`config.mk`:
```
export PLATFORM = sky130hd
export DESIGN_NAME = dma_regfile
export DESIGN_NICKNAME = d
export VERILOG_FILES = /design/src/rtl/dma_regfile_pkg.sv /design/src/rtl/dma_bus_decode.sv /design/src/rtl/dma_byte_ptr.sv /design/src/rtl/dma_chan_regs.sv /design/src/rtl/dma_regfile.sv
export SDC_FILE = /design/constraint.sdc
export NUM_CORES = 1
export LEC_CHECK = 0
export ABC_CLOCK_PERIOD_IN_PS = 6550
export BUFFER_PORTS_ARGS = -buffer_cell sky130_fd_sc_hd__buf_2
export CORE_ASPECT_RATIO = 1.75
export CORE_MARGIN = 2
export CORE_UTILIZATION = 58
export CTS_CLUSTER_DIAMETER = 120
export DETAILED_ROUTE_END_ITERATION = 8
export MAX_ROUTING_LAYER = met4
export PLACE_DENSITY_LB_ADDON = 0.05
export SLEW_MARGIN = 20
export SYNTH_ARGS = -nofsm -noshare
export SYNTH_HDL_FRONTEND = slang
export SYNTH_SLANG_ARGS = --single-unit
```
`constraint.sdc`:
```
create_clock -name clk -period 6.55 [get_ports clk]
set_input_delay 0.9825 -clock clk [delete_from_list [all_inputs] [get_ports clk]]
set_output_delay 0.9825 -clock clk [all_outputs]
set_load 0.01 [all_outputs]
```
`src/rtl/dma_regfile_pkg.sv`:
```
package dma_regfile_pkg;
    localparam int NCH    = 4;
    localparam int CH_W   = $clog2(NCH);
    localparam int BYTE_W = 8;
    localparam int WORD_W = 2 * BYTE_W;
    localparam int OFS_W  = 4;

    typedef enum logic {
        BP_LOW,
        BP_HIGH
    } bp_state_t;

    typedef enum logic [3:0] {
        OP_ADDR,
        OP_CNT,
        OP_CMD,
        OP_REQ,
        OP_MASK1,
        OP_MODE,
        OP_BPCLR,
        OP_MCLR,
        OP_MASKCLR,
        OP_MASKALL
    } reg_op_t;

    typedef struct packed {
        logic            rd;
        logic            wr;
        reg_op_t         op;
        logic [CH_W-1:0] ch;
    } access_t;

    function automatic logic [WORD_W-1:0] put_byte(input logic [WORD_W-1:0] word,
                                                   input logic hi,
                                                   input logic [BYTE_W-1:0] b);
        logic [WORD_W-1:0] r;
        r = word;
        if (hi) r[WORD_W-1:BYTE_W] = b;
        else    r[BYTE_W-1:0]      = b;
        return r;
    endfunction
endpackage

```
`src/rtl/dma_bus_decode.sv`:
```
module dma_bus_decode
    import dma_regfile_pkg::*;
(
    input  logic             cs,
    input  logic             rd,
    input  logic             wr,
    input  logic [OFS_W-1:0] addr,
    output access_t          acc
);
    always_comb begin
        acc.rd = cs && rd && !wr;
        acc.wr = cs && wr && !rd;
        acc.ch = addr[CH_W:1];
        if (!addr[OFS_W-1]) begin
            acc.op = addr[0] ? OP_CNT : OP_ADDR;
        end else begin
            unique case (addr[2:0])
                3'd0: acc.op = OP_CMD;
                3'd1: acc.op = OP_REQ;
                3'd2: acc.op = OP_MASK1;
                3'd3: acc.op = OP_MODE;
                3'd4: acc.op = OP_BPCLR;
                3'd5: acc.op = OP_MCLR;
                3'd6: acc.op = OP_MASKCLR;
                3'd7: acc.op = OP_MASKALL;
            endcase
        end
    end
endmodule

```
`src/rtl/dma_byte_ptr.sv`:
```
module dma_byte_ptr
    import dma_regfile_pkg::*;
(
    input  logic clk,
    input  logic rst_n,
    input  logic step,
    input  logic clear,
    output logic hi_sel
);
    bp_state_t state_q, state_d;

    always_ff @(posedge clk or negedge rst_n) begin
        if (!rst_n) state_q <= BP_LOW;
        else        state_q <= state_d;
    end

    always_comb begin
        state_d = state_q;
        unique case (state_q)
            BP_LOW:  if (!clear && step)  state_d = BP_HIGH;
            BP_HIGH: if (clear || step)   state_d = BP_LOW;
        endcase
    end

    always_comb begin
        hi_sel = (state_q == BP_HIGH);
    end
endmodule

```
`src/rtl/dma_chan_regs.sv`:
```
module dma_chan_regs
    import dma_regfile_pkg::*;
(
    input  logic              clk,
    input  logic              rst_n,
    input  logic              addr_we,
    input  logic              cnt_we,
    input  logic              hi_sel,
    input  logic [BYTE_W-1:0] wdata,
    input  logic              eng_we,
    input  logic [WORD_W-1:0] eng_addr,
    input  logic [WORD_W-1:0] eng_cnt,
    output logic [WORD_W-1:0] base_addr,
    output logic [WORD_W-1:0] cur_addr,
    output logic [WORD_W-1:0] base_cnt,
    output logic [WORD_W-1:0] cur_cnt
);
    always_ff @(posedge clk or negedge rst_n) begin
        if (!rst_n) begin
            base_addr <= '0;
            cur_addr  <= '0;
            base_cnt  <= '0;
            cur_cnt   <= '0;
        end else begin
            if (addr_we) begin
                base_addr <= put_byte(base_addr, hi_sel, wdata);
                cur_addr  <= put_byte(cur_addr, hi_sel, wdata);
            end else if (eng_we) begin
                cur_addr  <= eng_addr;
            end
            if (cnt_we) begin
                base_cnt <= put_byte(base_cnt, hi_sel, wdata);
                cur_cnt  <= put_byte(cur_cnt, hi_sel, wdata);
            end else if (eng_we) begin
                cur_cnt  <= eng_cnt;
            end
        end
    end
endmodule

```
`src/rtl/dma_regfile.sv`:
```
module dma_regfile
    import dma_regfile_pkg::*;
(
    input  logic                    clk,
    input  logic                    rst_n,
    input  logic                    cs,
    input  logic                    rd,
    input  logic                    wr,
    input  logic [OFS_W-1:0]        addr,
    input  logic [BYTE_W-1:0]       wdata,
    output logic [BYTE_W-1:0]       rdata,
    input  logic [NCH-1:0]          hw_req,
    input  logic                    eng_we,
    input  logic [CH_W-1:0]         eng_ch,
    input  logic [WORD_W-1:0]       eng_addr,
    input  logic [WORD_W-1:0]       eng_cnt,
    input  logic                    eng_tc,
    input  logic                    temp_load,
    input  logic [BYTE_W-1:0]       temp_data,
    output logic [BYTE_W-1:0]       cmd_o,
    output logic [NCH*BYTE_W-1:0]   mode_o,
    output logic [NCH-1:0]          mask_o,
    output logic [NCH-1:0]          sw_req_o,
    output logic [NCH*WORD_W-1:0]   base_addr_o,
    output logic [NCH*WORD_W-1:0]   cur_addr_o,
    output logic [NCH*WORD_W-1:0]   base_cnt_o,
    output logic [NCH*WORD_W-1:0]   cur_cnt_o
);
    access_t           acc;
    logic              hi_sel;
    logic              word_acc;
    logic              ptr_clear;
    logic              mclr;
    logic              status_rd;
    logic [NCH-1:0]    tc_set;
    logic [NCH-1:0]    tc_q;
    logic [BYTE_W-1:0] temp_q;
    logic [BYTE_W-1:0] mode_q [NCH];
    logic [WORD_W-1:0] sel_word;

    dma_bus_decode u_dec (
        .cs   (cs),
        .rd   (rd),
        .wr   (wr),
        .addr (addr),
        .acc  (acc)
    );

    assign word_acc  = (acc.rd || acc.wr) && (acc.op == OP_ADDR || acc.op == OP_CNT);
    assign mclr      = acc.wr && (acc.op == OP_MCLR);
    assign ptr_clear = mclr || (acc.wr && acc.op == OP_BPCLR);
    assign status_rd = acc.rd && (acc.op == OP_CMD);
    assign tc_set    = (eng_we && eng_tc) ? (NCH'(1) << eng_ch) : '0;

    dma_byte_ptr u_bp (
        .clk    (clk),
        .rst_n  (rst_n),
        .step   (word_acc),
        .clear  (ptr_clear),
        .hi_sel (hi_sel)
    );

    for (genvar g = 0; g < NCH; g++) begin : g_ch
        dma_chan_regs u_regs (
            .clk       (clk),
            .rst_n     (rst_n),
            .addr_we   (acc.wr && acc.op == OP_ADDR && acc.ch == CH_W'(g)),
            .cnt_we    (acc.wr && acc.op == OP_CNT  && acc.ch == CH_W'(g)),
            .hi_sel    (hi_sel),
            .wdata     (wdata),
            .eng_we    (eng_we && eng_ch == CH_W'(g)),
            .eng_addr  (eng_addr),
            .eng_cnt   (eng_cnt),
            .base_addr (base_addr_o[g*WORD_W +: WORD_W]),
            .cur_addr  (cur_addr_o[g*WORD_W +: WORD_W]),
            .base_cnt  (base_cnt_o[g*WORD_W +: WORD_W]),
            .cur_cnt   (cur_cnt_o[g*WORD_W +: WORD_W])
        );
        assign mode_o[g*BYTE_W +: BYTE_W] = mode_q[g];
    end

    always_ff @(posedge clk or negedge rst_n) begin
        if (!rst_n) begin
            cmd_o    <= '0;
            sw_req_o <= '0;
            mask_o   <= '1;
            tc_q     <= '0;
            temp_q   <= '0;
            for (int i = 0; i < NCH; i++) mode_q[i] <= '0;
        end else begin
            if (mclr) begin
                cmd_o    <= '0;
                sw_req_o <= '0;
                mask_o   <= '1;
                tc_q     <= '0;
                temp_q   <= '0;
            end else begin
                if (acc.wr && acc.op == OP_CMD)     cmd_o <= wdata;
                if (acc.wr && acc.op == OP_REQ)     sw_req_o[wdata[CH_W-1:0]] <= wdata[2];
                if (acc.wr && acc.op == OP_MASK1)   mask_o[wdata[CH_W-1:0]] <= wdata[2];
                if (acc.wr && acc.op == OP_MASKCLR) mask_o <= '0;
                if (acc.wr && acc.op == OP_MASKALL) mask_o <= wdata[NCH-1:0];
                tc_q <= (tc_q & ~{NCH{status_rd}}) | tc_set;
                if (temp_load) temp_q <= temp_data;
            end
            if (acc.wr && acc.op == OP_MODE) mode_q[wdata[CH_W-1:0]] <= wdata;
        end
    end

    always_comb begin
        sel_word = (acc.op == OP_CNT) ? cur_cnt_o[acc.ch*WORD_W +: WORD_W]
                                      : cur_addr_o[acc.ch*WORD_W +: WORD_W];
        rdata = '0;
        if (acc.rd) begin
            unique case (acc.op)
                OP_ADDR, OP_CNT: rdata = hi_sel ? sel_word[WORD_W-1:BYTE_W] : sel_word[BYTE_W-1:0];
                OP_CMD:          rdata = {hw_req | sw_req_o, tc_q};
                OP_MCLR:         rdata = temp_q;
                default:         rdata = '0;
            endcase
        end
    end
endmodule

```
# ---- Yosys cells after proc, flatten, opt, wreduce, memory -nomap -nowiden
# Memory sizes are Yosys's and may differ from the RTL's.
# Cells that the tools add are included.
dict set report word_totals {
  output_inout_bits 312
  wordCells 220
  reg_bits 317
  n_memories 1
  rom_bits 32
  in_bits 66
}
dict set report op_classes {
  n_reduce_logical 87
  shift 3
  n_lt_le_gt_ge 4
  eq_ne 31
  n_mux 46
  bitwise_logic 6
}
# memory depth width read_ports rd_clocked_by_memory_dff write_ports line
set memory_table {}
lappend memory_table {{(no name shown)} 8 4 1 0 0 dma_bus_decode.sv:17} ;# unique case (addr[2:0])
# cell count
set ops {}
lappend ops {{$mux W16} 17}
lappend ops {{$shiftx A64 B7 Y16} 2}
lappend ops {{$mux W8} 9}
lappend ops {{$reduce_and A2 Y1} 32}
lappend ops {{$mux W4} 9}
lappend ops {{$bwmux W32} 1}
lappend ops {{$logic_and A1 B1 Y1} 32}
lappend ops {{$ne A2 B2 Y1 const B} 16}
lappend ops {{$pmux W8 S3} 1}
lappend ops {{$reduce_bool A2 Y1} 11}
lappend ops {{$demux W8 S2} 1}
lappend ops {{$eq A4 B3 Y1 const B} 4}
lappend ops {{$bwmux W4} 2}
lappend ops {{$eq A2 B2 Y1 const B} 4}
lappend ops {{$eq A4 B2 Y1 const B} 2}
lappend ops {{$eq A4 B4 Y1 const B} 2}
lappend ops {{$or A4 B4 Y4} 2}
lappend ops {{$and A4 B4 Y4} 1}
lappend ops {{$eq A2 B1 Y1 const B} 2}
lappend ops {{$eq A4 B1 Y1 const B} 1}
lappend ops {{$logic_not A2 Y1} 2}
lappend ops {{$logic_not A4 Y1} 1}
lappend ops {{$logic_or A1 B1 Y1} 4}
lappend ops {{$mux W1} 4}
lappend ops {{13 further kinds} 15}

# ---- Depth between registers and ports, before layout
dict set report depth {
  ltp_word 9
  ltp_mapped 10
}

# ---- Hierarchy
# A second synthesis with hierarchy kept.
dict set report unflattened {
  hier_cells 1253
  area_unflattened_um2 16538.4
}
# module area_per_inst_um2 n_inst cells_each seq_area_each_um2
set by_module_without_submodules {}
lappend by_module_without_submodules {dma_chan_regs 3136.8 4 210 1601.5}
lappend by_module_without_submodules {dma_regfile 3882.5 1 401 1506.4}
lappend by_module_without_submodules {dma_bus_decode 71.3 1 9 0.0}
lappend by_module_without_submodules {dma_byte_ptr 37.5 1 3 25.0}

# ---- Least setup slack after synthesis
# Ideal clock, no wire load.
dict set report synth_timing {
  path_type {input to output}
  from {input addr[1]}
  to {output rdata[0]}
  stages 9
  required_ps 5568
  setup_slack_ps 2254
  t_arrival_ps 3314
  path_cell_list {clkbuf_1 clkinv_1 ha_1 o21ai_4 and2_1 buf_2 clkbuf_1 a311oi_1 o32ai_1}
}
dict set report synth_between {
  elab_chain_len 7
}
# element line
set synth_lines {}
lappend synth_lines {{start: declaration} dma_regfile.sv:9} ;# input logic [OFS_W-1:0] addr,
lappend synth_lines {{$mem_v2 Z8 W4} -}
lappend synth_lines {{$mux W4} dma_bus_decode.sv:14} ;# if (!addr[OFS_W-1]) begin
lappend synth_lines {{$eq A4 B1 Y1} {dma_regfile.sv:111, dma_regfile.sv:115}}
lappend synth_lines {{$mux W16} dma_regfile.sv:111} ;# sel_word = (acc.op == OP_CNT) ? cur_cnt_o[acc.ch*WORD_W +: WORD_W]
lappend synth_lines {{$mux W8} dma_regfile.sv:116} ;# OP_ADDR, OP_CNT: rdata = hi_sel ? sel_word[WORD_W-1:BYTE_W] : sel_word[BYTE_W-1:0];
lappend synth_lines {{$pmux W8 S3 (*)} dma_regfile.sv:115} ;# unique case (acc.op)
lappend synth_lines {{$mux W8 (*)} dma_regfile.sv:114} ;# if (acc.rd) begin
lappend synth_lines {{end: declaration} dma_regfile.sv:11} ;# output logic [BYTE_W-1:0] rdata,
# Mark *: on every way between the ends. The rest lies on a longest branch, timed or not.

# ---- Worst setup path in the final report
dict set report layout_timing {
  from {input addr[1]}
  to {output rdata[2]}
}
# Same word-level chain as after synthesis.

==> out/qor.csv <==
stage,metric,value,unit
grt,grt_pass1_vias,11600,
layout,num-fill-cells,2017,
flow_run,maxCapViolations,0,
worst_setup_path,crit_type,in2out,
synth,synth_area_per_cell,12.7,um2
layout,area_growth,19.7,%
floorplanning,ioPinCount,378,
place,dpl-instance-area,17500,um2
clocking,clkSinkCount,317,
synth,synth_top_flop_cell,dfrtp_1,
clocking,cts_buffers,29,
routing,viasPerCell,6.10,
grt,grt_max_degree,140,
synth,synth_area,15500,um2
pwr,power_density,299,nW/um2
sta,setup_violations,0,
pwr,leakagePower,0.00948,uW
layout,final_cell_mix,"buf_2, mux2_2, dfrtp_1",
clocking,cts_buffer_depth,3,
floorplanning,start_util,58.6,%
layout,final_common_cell,buf_2,
routing,ant_nets,0,
sta,finalMaxSlewViolations,0,
outcome,status,completed,
place,placedCellCount,1847,
pwr,peakVddDrop,0.244,mV
clocking,post_cts_resized,0,
floorplanning,die-width,127,um
sta,hold_slack,0.464,ns
sta,fin_crit_sh,79.9,%
clocking,cts_tree,built,
place,hpwl,34900,um
layout,fin_nets,1624,
worst_setup_path,path_max_fanout,28,
routing,drc_errors,0,
routing,drtPass1Iterations,5,
sta,relSlewSlack,31.8,%
floorplanning,coreArea,26400,um2
worst_setup_path,critPathCaptureType,output pin,
place,port_buffers,377,
synth,synthCells,1215,
synth,synth.distinct_cells,64,
sta,fin_tns_setup,0,ns
synth,syn-num-nets,1285,
worst_setup_path,worst_ep_required_time,5.57,ns
sta,tightest_slew,1.02,ns
routing,vias,11600,
routing,wire_per_inst,26.2,um
synth,ys_seq_area_share,51.3,%
routing,wl,49900,um
floorplanning,fp.dieArea,28000,um2
synth,synth_edf_count,0,
synth,synth_seq_cells,317,
worst_setup_path,startpoint_type,primary input,
min_path,hold_path.class,in2async,
sta,period_minus_slack,5.23,ns
clocking,clk_pin_slew,0.06,ns
sta,rsz0062_at_grt,false,
routing,drtIter0Drc,787,
worst_setup_path,worst_ep_arrival_time,4.25,ns
sta,fmax,191,MHz
clocking,h-tree-depth,1,
grt,overflow,0,
sta,fin_skew,0.0121,ns
place,place_congestion,0.983,
sta,layout_setup_ws,1.32,ns
synth,yosysWarnings,0,
clocking,hold_buffers,0,
clocking,root_buffer,clkbuf_16,
sta,final_hold_viol_count,0,
grt,grt_pass1_wl,72400,um
grt,antenna_found_initial,5,
synth,async_flop_share,100,%
clocking,cts_setup_buffers,0,
clocking,insertion_delay,0.56,ns
layout,fin_area,18500,um2
floorplanning,die_height,220,um
layout,drive_gt1_share,52.7,%
floorplanning,core.rowCount,79,
grt,grt_util_all_layers,35.9,%
place,dp_slack,1.42,ns
layout,stdcell_count,1903,
## area by class of cell
class / count / area, um2 / share of cell area [%]
multi-input combinational: 795 / 7090 / 38.3
sequential: 317 / 7940 / 42.9
clock buffer: 44 / 832 / 4.50
tap: 324 / 405 / 2.19
antenna: 5 / 12.5 / 0.0676
clock inverter: 7 / 138 / 0.744
timing repair buffer: 390 / 2010 / 10.9
inverter: 21 / 78.8 / 0.426
## critical path, stage by stage
cell and delay (ns):
buf_2 0.09, clkinv_1 0.32, ha_1 0.53, o21ai_4 0.35, and2_1 0.82, and3_1 0.27, o22ai_1 0.12, o32ai_1 0.54
buf_2 0.23
## final timing paths
kind / startpoint / endpoint / slack (ns) / depth (start not counted)
min in group clk: mode_o[24] / mode_o[24] / 0.46 / 1
worst max register to register: u_bp.hi_sel / g_ch[0].u_regs.cur_addr[12] / 4.27 / 4
worst min register to register: mode_o[24] / mode_o[24] / 0.46 / 1
worst max-delay path: addr[1] / rdata[2] / 1.32 / 9
max in group asynchronous: rst_n / g_ch[0].u_regs.base_cnt[2] / 4.82 / 2
worst min-delay path: rst_n / g_ch[2].u_regs.cur_cnt[15] / 0.46 / 1
## synthesized netlist by cell type (6+ instances only)
master / count / area, um2
and3_1: 18 / 113
nor3_1: 14 / 70.1
mux2i_1: 75 / 751
nor2_1: 52 / 195
nand2_2: 6 / 37.5
nor2_2: 6 / 37.5
clkbuf_1: 48 / 180
a22oi_1: 8 / 60.1
dfrtp_1: 313 / 7830
o22ai_1: 9 / 56.3
a311oi_1: 7 / 61.3
inv_1: 19 / 71.3
a2bb2oi_1: 7 / 61.3
mux2_2: 336 / 3780
mux2_4: 8 / 120
o21ai_0: 58 / 290
nor2b_1: 8 / 50.1
nand3_1: 14 / 70.1
or2_2: 6 / 37.5
o221ai_1: 7 / 61.3
nand2b_1: 7 / 43.8
a211oi_1: 13 / 97.6
buf_4: 7 / 52.6
a21oi_1: 25 / 125
o21a_1: 6 / 45.0
nand2_1: 38 / 143
buf_2: 22 / 110
o32ai_1: 7 / 61.3
## power by group
part | switching, uW | internal, uW | leakage, uW
Combinational | 686 | 546 | 0.00499
Clock | 740 | 1030 | 0.000470
Sequential | 268 | 2270 | 0.00402
## stage by stage
step | power (uW) | util, %
4_1_cts | 5560 | 70.1
6_report | 5540 | 70.1
2_1_floorplan | 3150 | -
3_3_place_gp | 3770 | 66.4
3_5_place_dp | 3800 | 66.4
5_1_grt | 5740 | 70.1
## per-layer routing
layer  vias up  wire length, um  GRT usage (%)  part of all wire, %
met1      5880            18000           40.1                   36
met4         0             3090           20.3                  6.2
met2       521            25800           60.9                   52
met5         -                0              -                    0
met3       143             2990           5.97                  6.0
li1       5072                -              -                    -
## sequential cells by signal, indices dropped and copies added (netlist names)
| signal | cells |
|---|---|
| cmd_o | 8 |
| g_ch.u_regs.base_addr | 64 |
| g_ch.u_regs.base_cnt | 64 |
| g_ch.u_regs.cur_addr | 64 |
| g_ch.u_regs.cur_cnt | 64 |
| mask_o | 4 |
| mode_o | 32 |
| sw_req_o | 4 |
| tc_q | 4 |
| temp_q | 8 |
| u_bp.hi_sel | 1 |
## kinds of logic (layout without fill, tap and decap cells)
kind of cell / after synthesis / count (layout) / synth area share, %
compound gates: 163 / 163 / 7.09
fa+ha+maj: 4 / 4 / 0.324
buf+inv: 103 / 462 / 2.85
flops: 317 / 317 / 51.3
mux: 427 / 427 / 30.8
other cells: 0 / 5 / 0
simple gates: 201 / 201 / 7.58
No activity file was read; power rests on OpenSTA's default activity.
